[config.mk]
export PLATFORM = sky130hd
export DESIGN_NAME = irq_ack_vector
export DESIGN_NICKNAME = d
export VERILOG_FILES = /design/src/rtl/irq_ack_pkg.sv /design/src/rtl/irq_snap_reg.sv /design/src/rtl/irq_vec_build.sv /design/src/rtl/irq_ctx_steer.sv /design/src/rtl/irq_ack_vector.sv
export SDC_FILE = /design/constraint.sdc
export NUM_CORES = 1
export LEC_CHECK = 0
export BUFFER_PORTS_ARGS = -buffer_cell sky130_fd_sc_hd__buf_2
export CAP_MARGIN = 30
export CORE_UTILIZATION = 45
export DETAILED_ROUTE_END_ITERATION = 8
export GPL_TIMING_DRIVEN = 0
export PLACE_DENSITY = 0.79
export SYNTH_ARGS = -nofsm -noshare
export SYNTH_HDL_FRONTEND = slang
export SYNTH_SLANG_ARGS = --single-unit
[constraint.sdc]
create_clock -name clk -period 0.99 [get_ports clk]
set_input_delay 0.099 -clock clk [delete_from_list [all_inputs] [get_ports clk]]
set_output_delay 0.099 -clock clk [all_outputs]
set_load 0.005 [all_outputs]
[src/rtl/irq_ack_pkg.sv]
package irq_ack_pkg;
   typedef enum logic [1:0] {
      MOD_NONE = 2'b00,
      MOD_TYPE = 2'b01,
      MOD_CHAN = 2'b10,
      MOD_BOTH = 2'b11
   } mod_mode_e;
endpackage

[src/rtl/irq_snap_reg.sv]
module irq_snap_reg #(
   parameter int CH_W   = 1,
   parameter int TYPE_W = 3,
   parameter int PRI_W  = 4
) (
   input  logic                        clk,
   input  logic                        rst_n,
   input  logic                        cap_en,
   input  logic                        arb_valid,
   input  logic [CH_W-1:0]             arb_chan,
   input  logic [TYPE_W-1:0]           arb_type,
   input  logic [PRI_W-1:0]            arb_prio,
   output logic [CH_W+TYPE_W+PRI_W-1:0] snap_next,
   output logic [CH_W+TYPE_W+PRI_W-1:0] cir_q
);
   localparam int CIR_W = CH_W + TYPE_W + PRI_W;

   // value that a capture would load right now
   always_comb begin
      if (arb_valid) snap_next = {arb_chan, arb_type, arb_prio};
      else           snap_next = '0;
   end

   always_ff @(posedge clk or negedge rst_n) begin
      if (!rst_n)      cir_q <= '0;
      else if (cap_en) cir_q <= snap_next;
   end


   cap_load_chk: assert property (@(posedge clk) disable iff (!rst_n)
      (cap_en && arb_valid) |=> (cir_q == $past({arb_chan, arb_type, arb_prio})));

   cap_empty_chk: assert property (@(posedge clk) disable iff (!rst_n)
      (cap_en && !arb_valid) |=> (cir_q == {CIR_W{1'b0}}));

   cap_hold_chk: assert property (@(posedge clk) disable iff (!rst_n)
      !cap_en |=> $stable(cir_q));
endmodule

[src/rtl/irq_vec_build.sv]
module irq_vec_build
   import irq_ack_pkg::*;
#(
   parameter int             VEC_W     = 8,
   parameter int             CH_W      = 1,
   parameter int             TYPE_W    = 3,
   parameter bit             MOD_EN    = 1'b1,
   parameter logic [VEC_W-1:0] FIXED_VEC = 8'h0F,
   parameter logic [VEC_W-1:0] BASE_RST  = 8'h0F
) (
   input  logic              clk,
   input  logic              rst_n,
   input  logic              ack,
   input  logic              use_base,
   input  logic [1:0]        mod_mode,
   input  logic              base_wr,
   input  logic [VEC_W-1:0]  base_wdata,
   input  logic [TYPE_W-1:0] snap_type,
   input  logic [CH_W-1:0]   snap_chan,
   output logic [VEC_W-1:0]  vec_q,
   output logic              vec_valid
);
   localparam int CH_LSB = TYPE_W;

   logic [VEC_W-1:0] base_q;
   logic [VEC_W-1:0] mod_vec;
   logic [VEC_W-1:0] next_vec;
   mod_mode_e        mm;

   assign mm = mod_mode_e'(mod_mode);

   always_ff @(posedge clk or negedge rst_n) begin
      if (!rst_n)       base_q <= BASE_RST;
      else if (base_wr) base_q <= base_wdata;
   end

   generate
      if (MOD_EN) begin : g_mod
         always_comb begin
            mod_vec = base_q;
            if (mm == MOD_TYPE || mm == MOD_BOTH)
               mod_vec[TYPE_W-1:0] = snap_type;
            if (mm == MOD_CHAN || mm == MOD_BOTH)
               mod_vec[CH_LSB +: CH_W] = snap_chan;
         end
      end else begin : g_plain
         assign mod_vec = base_q;
      end
   endgenerate

   assign next_vec = use_base ? mod_vec : FIXED_VEC;

   always_ff @(posedge clk or negedge rst_n) begin
      if (!rst_n) begin
         vec_q     <= '0;
         vec_valid <= 1'b0;
      end else begin
         vec_valid <= ack;
         if (ack) vec_q <= next_vec;
      end
   end


   vec_pulse_chk: assert property (@(posedge clk) disable iff (!rst_n)
      ack |=> vec_valid);

   vec_quiet_chk: assert property (@(posedge clk) disable iff (!rst_n)
      !ack |=> !vec_valid);

   vec_fixed_chk: assert property (@(posedge clk) disable iff (!rst_n)
      (ack && !use_base) |=> (vec_q == FIXED_VEC));

   vec_base_chk: assert property (@(posedge clk) disable iff (!rst_n)
      (ack && use_base && mod_mode == 2'b00) |=> (vec_q == $past(base_q)));
endmodule

[src/rtl/irq_ctx_steer.sv]
module irq_ctx_steer #(
   parameter int NUM_CH = 2,
   parameter int CH_W   = 1
) (
   input  logic              clk,
   input  logic              rst_n,
   input  logic [CH_W-1:0]   ctx_chan,
   input  logic              glob_rd,
   input  logic              glob_wr,
   output logic [NUM_CH-1:0] fifo_rd,
   output logic [NUM_CH-1:0] fifo_wr
);
   generate
      for (genvar i = 0; i < NUM_CH; i++) begin : g_ch
         assign fifo_rd[i] = glob_rd && (ctx_chan == CH_W'(i));
         assign fifo_wr[i] = glob_wr && (ctx_chan == CH_W'(i));
      end
   endgenerate


   steer_onehot_chk: assert property (@(posedge clk) disable iff (!rst_n)
      $onehot0(fifo_rd) && $onehot0(fifo_wr));

   steer_req_chk: assert property (@(posedge clk) disable iff (!rst_n)
      (fifo_rd != '0) |-> glob_rd);
endmodule

[src/rtl/irq_ack_vector.sv]
module irq_ack_vector #(
   parameter int          NUM_CH    = 2,
   parameter int          TYPE_W    = 3,
   parameter int          PRI_W     = 4,
   parameter int          VEC_W     = 8,
   parameter bit          MOD_EN    = 1'b1,
   parameter logic [7:0]  FIXED_VEC = 8'h0F,
   parameter logic [7:0]  BASE_RST  = 8'h0F
) (
   input  logic        clk,
   input  logic        rst_n,
   input  logic        arb_valid,
   input  logic [0:0]  arb_chan,
   input  logic [2:0]  arb_type,
   input  logic [3:0]  arb_prio,
   input  logic        ack_stb,
   input  logic        upd_stb,
   input  logic        cfg_use_base,
   input  logic [1:0]  cfg_mod_mode,
   input  logic        base_wr,
   input  logic [7:0]  base_wdata,
   input  logic        glob_rd,
   input  logic        glob_wr,
   output logic [7:0]  cir_q,
   output logic [7:0]  vec_q,
   output logic        vec_valid,
   output logic [0:0]  ctx_chan,
   output logic [1:0]  fifo_rd,
   output logic [1:0]  fifo_wr
);
   localparam int CH_W  = (NUM_CH > 1) ? $clog2(NUM_CH) : 1;
   localparam int CIR_W = CH_W + TYPE_W + PRI_W;
   localparam int CH_POS = CIR_W - 1;
   localparam int TY_LSB = PRI_W;

   generate
      if (NUM_CH != 2 || CH_W != 1)
         begin : g_bad_ch  $error("port list sized for two channels"); end
      if (CIR_W != 8 || VEC_W != 8)
         begin : g_bad_w   $error("snapshot and vector must be 8 bits"); end
      if (TYPE_W + CH_W > VEC_W)
         begin : g_bad_mod $error("inserted fields exceed vector width"); end
   endgenerate

   logic             cap_en;
   logic [CIR_W-1:0] snap_next;

   assign cap_en = ack_stb | upd_stb;

   irq_snap_reg #(.CH_W(CH_W), .TYPE_W(TYPE_W), .PRI_W(PRI_W)) u_snap (
      .clk       (clk),
      .rst_n     (rst_n),
      .cap_en    (cap_en),
      .arb_valid (arb_valid),
      .arb_chan  (arb_chan),
      .arb_type  (arb_type),
      .arb_prio  (arb_prio),
      .snap_next (snap_next),
      .cir_q     (cir_q)
   );

   irq_vec_build #(
      .VEC_W(VEC_W), .CH_W(CH_W), .TYPE_W(TYPE_W), .MOD_EN(MOD_EN),
      .FIXED_VEC(FIXED_VEC), .BASE_RST(BASE_RST)
   ) u_vec (
      .clk        (clk),
      .rst_n      (rst_n),
      .ack        (ack_stb),
      .use_base   (cfg_use_base),
      .mod_mode   (cfg_mod_mode),
      .base_wr    (base_wr),
      .base_wdata (base_wdata),
      .snap_type  (snap_next[TY_LSB +: TYPE_W]),
      .snap_chan  (snap_next[CH_POS -: CH_W]),
      .vec_q      (vec_q),
      .vec_valid  (vec_valid)
   );

   assign ctx_chan = cir_q[CH_POS -: CH_W];

   irq_ctx_steer #(.NUM_CH(NUM_CH), .CH_W(CH_W)) u_steer (
      .clk      (clk),
      .rst_n    (rst_n),
      .ctx_chan (ctx_chan),
      .glob_rd  (glob_rd),
      .glob_wr  (glob_wr),
      .fifo_rd  (fifo_rd),
      .fifo_wr  (fifo_wr)
   );


   dual_strobe_chk: assert property (@(posedge clk) disable iff (!rst_n)
      (ack_stb && upd_stb && arb_valid) |=>
         (vec_valid && cir_q == $past({arb_chan, arb_type, arb_prio})));

   empty_mod_chk: assert property (@(posedge clk) disable iff (!rst_n)
      (ack_stb && !arb_valid && cfg_use_base && cfg_mod_mode == 2'b11) |=>
         (vec_q[3:0] == 4'h0));
endmodule

# --- Word-level counts from Yosys, hierarchy flattened ---
# Index checks and enable logic that the tools add are counted.
op_classes:
  eq_ne: 3
  n_mux: 4
  n_bitwise: 2
  reduce_logical: 6
op_table:
  columns: ["operator", "count"]
  rows:
  - ["$mux W8", 2]
  - ["$eq A2 B2 Y1 const B", 2]
  - ["$logic_and A1 B1 Y1", 4]
  - ["$mux W3", 1]
  - ["$eq A2 B1 Y1 const B", 1]
  - ["$logic_or A1 B1 Y1", 2]
  - ["$mux W1", 1]
  - ["$not A1 Y1", 1]
  - ["$or A1 B1 Y1", 1]
totals:
  reg_bits: 25
  input_bits: 27
  output_inout_bits: 22
  word_cells: 19

# --- Depth between registers and ports, before layout ---
logic_depth:
  ltp_word: 4
  depth_mapped: 4
  depth_no_buf: 2

# --- By module ---
# From an unflattened synthesis, not the netlist that was laid out.
hier_totals:
  cells_unflattened: 84
  area_unflattened_um2: 1086.0
modules_own_cells:
  columns: ["mod", "n_inst", "cells_per_inst", "area_per_inst_um2", "seq_area_each_um2"]
  rows:
  - ["irq_vec_build", 1, 53, 693.2, 430.4]
  - ["irq_snap_reg", 1, 25, 354.1, 200.2]
  - ["irq_ctx_steer", 1, 4, 25.0, 0.0]
  - ["irq_ack_vector", 1, 2, 13.8, 0.0]

# --- Worst setup path after synthesis ---
# Ideal clock, no wire load.
synth_timing:
  path_kind: "input to register"
  start: "in ack_stb"
  end: "reg u_vec.vec_q[6]"
  arrival_ns: 0.680
  required_time_ns: 0.869
  slack_ns: 0.189
  path_stages: 4
  path_buffers: 2
  cell_sequence: "buf_2 and2_1 buf_2 a22o_1"
synth_lines:
  columns: ["element", "line_no", "rtl"]
  rows:
  - ["start: declaration", "irq_ack_vector.sv:16", "input logic ack_stb,"]
  - ["end signal: assignment", "irq_vec_build.sv:59", "if (ack) vec_q <= next_vec;"]
  - ["end: declaration", "irq_vec_build.sv:20", "output logic [VEC_W-1:0] vec_q,"]

# --- Worst setup path in the final report ---
layout_timing:
  start: "reg u_snap.cir_q[7]"
  end: "out fifo_wr[1]"
layout_via:
  elab_chain_cells: 1
layout_rtl:
  columns: ["element", "line_no", "rtl"]
  rows:
  - ["start: declaration", "irq_snap_reg.sv:14", "output logic [CH_W+TYPE_W+PRI_W-1:0] cir_q"]
  - ["start signal: assignment", "irq_snap_reg.sv:26", "else if (cap_en) cir_q <= snap_next;"]
  - ["$logic_and A1 B1 Y1", "irq_ctx_steer.sv:16", "assign fifo_wr[i] = glob_wr && (ctx_chan == CH_W'(i));"]
  - ["end: declaration", "irq_ack_vector.sv:29", "output logic [1:0] fifo_wr"]
# Every way passes these cells.

==> run metrics <==
run status complete, but fails checks; violated checks setup timing; drt first-iter violations 11; antenna cells 0; timing-limited maximum frequency just under 900 MHz; Final Net Count 175; utilization after layout approximately 63%; EDFF count, synth 0; hold violation total from the final report 0; crit path kind reg2out; overflow left after global routing 0; average routed wire per standard cell 12.2 um; Port Buffer Count 46; element type at the critical path start flop; Largest delay share family, worst path flip-flops; number of sinks on the clock net 25; Layout Area Growth over Synthesis 30.5%; ys async rst share 100%; Post-Route Hold Slack 0.00983 ns; power density relative to cell area 1380 mW/mm^2; final routed DRC violation total 0; remaining antenna violation count 0; VDD IR-drop max 0.899 mV; cell at the root of the clock tree sky130_fd_sc_hd__clkbuf_4; Clock transition at path regs around 0.13 ns; Post-Route WL 2.14 mm; RSZ-0062 raised after global routing true; Yosys warning count 0; routability congestion estimate 0.716; count of state elements after synthesis 25; cell area after placement about 0.0014 sq mm; count leader, synth sky130_fd_sc_hd__dfrtp_1; flip-flop cell with the highest count after synthesis sky130_fd_sc_hd__dfrtp_1; biggest area consumer among synthesized cells sky130_fd_sc_hd__dfrtp_1; data required time at the worst endpoint 0.89 ns; dominant cells by area after synthesis sky130_fd_sc_hd__dfrtp_1 (48%), sky130_fd_sc_hd__dfstp_2 (9.7%), sky130_fd_sc_hd__mux2_2 (8.3%); later-pin clock latency in the skew report 0.31 ns; worst hold path class in2reg; adder and majority cell fraction of the synthesized area 0%; number of antenna violations at the first check in global routing 0; critical path peak fanout 7; transition time at the pin with the least slew margin 0.524 ns; nets in the synthesized netlist 121; maximum clock insertion buffer count 2; proportion of layout cells with a drive suffix above 1 51.7%; CTS H-Tree Depth 1; setup TNS -0.591 ns; WP data arrival 1.03 ns; I/O pins 49; dominant combinational cell family by area after synthesis compound AO/OA/AOI/OAI gates; 1st-pass router iterations 4; xor and xnor area share after synthesis 0%; total die area 0.00262 sq mm; final cell area excluding filler cells 0.00142 sq mm; effective utilization at floorplan 48.2%; number of unique standard cell types used by synthesis 19; detailed placer's ending HPWL about 1.7 mm; max_cap viols 0; crit end category output port; static leakage 0.701 nW; fraction of the yosys area taken by sequential cells about 58%; leading cell types by count after synthesis sky130_fd_sc_hd__dfrtp_1 (21), sky130_fd_sc_hd__inv_1 (10), sky130_fd_sc_hd__mux2_2 (8), sky130_fd_sc_hd__o211ai_1 (8); Worst path slowest cell sky130_fd_sc_hd__dfrtp_2; least setup slack across all paths after layout -0.140 ns; via-per-instance ratio 4.98; Syn Std Cell Area 0.00109 sq mm; clock tree from TritonCTS built; number of fill cells in the layout 197; die boundary width 51.2 um; fraction of the cycle the final worst path needs 114%; GRT Total Usage 17.8%; number of buffers inserted during clock tree synthesis 3; wire length of the first global-routing pass 3.42 mm; Final Max Tran Viols 0; area share of the largest cell type after synthesis between 40% and 50%; Total Power a little under 2 mW; mean instance size in the synthesized netlist 11.6 sq um; Finish-stage setup viols 6; Tmin final 1.13 ns; via count of the first global-routing pass 807; number of placement rows 17; Chip Height 51.2 um; post-synthesis simple-gate area fraction 9.44%; mux share of post-synthesis cell area 8.29%; number of vias in the routed layout 871; synthesized instance count 94; largest stage delay on the critical path 0.46 ns; Buffers & Inverters on Critical Path 1; worst max-slew margin expressed relative to the limit 65.0%; list of cells traversed by the critical path and2_1 > buf_2; clock tree skew after final layout 0.00218 ns; synthesized-area fraction occupied by ao, oa, aoi and oai cells 15.8%; standard cell core area 0.00225 sq mm; pin count of the biggest net entering global routing 26
==> cell families after synthesis <==
kind of cell           Yosys count
AO/OA/AOI/OAI                   24
flip-flops                      25
AND/OR/NAND/NOR                 19
multiplexers                     8
buffers and inverters           18
==> cells in the final DEF (no fill, tap or decap), types with 2 or more instances in the layout <==
master and instances:
sky130_fd_sc_hd__a22o_1 3, sky130_fd_sc_hd__a31oi_1 4, sky130_fd_sc_hd__and2_1 3, sky130_fd_sc_hd__buf_2 50
sky130_fd_sc_hd__buf_6 4, sky130_fd_sc_hd__clkbuf_4 3, sky130_fd_sc_hd__dfrtp_1 20, sky130_fd_sc_hd__dfstp_2 4
sky130_fd_sc_hd__dlygate4sd3_1 2, sky130_fd_sc_hd__inv_1 10, sky130_fd_sc_hd__mux2_2 8, sky130_fd_sc_hd__nand2b_1 4
sky130_fd_sc_hd__nand3_1 5, sky130_fd_sc_hd__nor2_1 4, sky130_fd_sc_hd__nor2b_1 2, sky130_fd_sc_hd__o211ai_1 8
sky130_fd_sc_hd__o21ai_1 4, sky130_fd_sc_hd__o21ai_2 4
==> per-stage QoR <==
step	setup WS, ns	cells
3_5_place_dp	-0.00161	168
6_report	-0.140	175
3_3_place_gp	0.0230	168
4_1_cts	-0.149	174
5_1_grt	-0.198	175
2_1_floorplan	0.189	94
==> state kept, by name, summed over array words and instances (netlist names) <==
register         flops
u_snap.cir_q         8
u_vec.vec_q          8
u_vec.vec_valid      1
u_vec.base_q         8
==> area by class of cell <==
| type | count | area (sq um) | share of cell area, % |
|---|---|---|---|
| plain buffers | 8 | 58.8 | 4.14 |
| multi-input cells | 51 | 364 | 25.7 |
| inverters | 10 | 37.5 | 2.65 |
| clock buffers | 3 | 22.5 | 1.59 |
| clock inverters | 1 | 5.00 | 0.353 |
| well taps | 28 | 35.0 | 2.47 |
| flip-flops and latches | 25 | 632 | 44.5 |
| repair buffers | 49 | 264 | 18.6 |
==> layer usage <==
metal  track usage [%]  share of wire [%]  vias to the layer above
met5                 0                  0                        -
met4              6.94               0.98                        0
met1              21.4                 40                      413
li1                  -                  -                      426
met3              2.38                4.9                        2
met2              31.8                 54                       30
==> power breakdown <==
| group | leakage, nW | internal [mW] | switching (mW) |
|---|---|---|---|
| Combinational | 0.386 | 0.192 | 0.160 |
| Clock | 0.0177 | 0.151 | 0.282 |
| Sequential | 0.297 | 1.12 | 0.0522 |
==> path summary, 6_finish.rpt <==
path	slack [ns]	depth (start not counted)	from	endpoint
setup / recovery	-0.14	2	u_snap.cir_q[7]	fifo_wr[1]
hold / removal	0.01	2	base_wdata[4]	u_vec.base_q[4]
setup reg to reg	0.16	2	u_vec.base_q[0]	u_vec.vec_q[0]
hold reg to reg	0.51	1	u_vec.base_q[4]	u_vec.vec_q[4]
max in group asynchronous	0.34	2	rst_n	u_snap.cir_q[7]
min in group asynchronous	0.27	2	rst_n	u_snap.cir_q[3]
==> repair_timing <==
| action | CTS | global route |
|---|---|---|
| endpoints found under the setup margin | 6 | 7 |
| hold buffers | 2 | 0 |
| gates resized for setup | 1 | 2 |
| buffers inserted | 0 | 1 |
| pin swaps | 1 | 0 |
| endpoints found under the hold margin | 22 | 0 |
No activity file was read; power rests on OpenSTA's default activity.
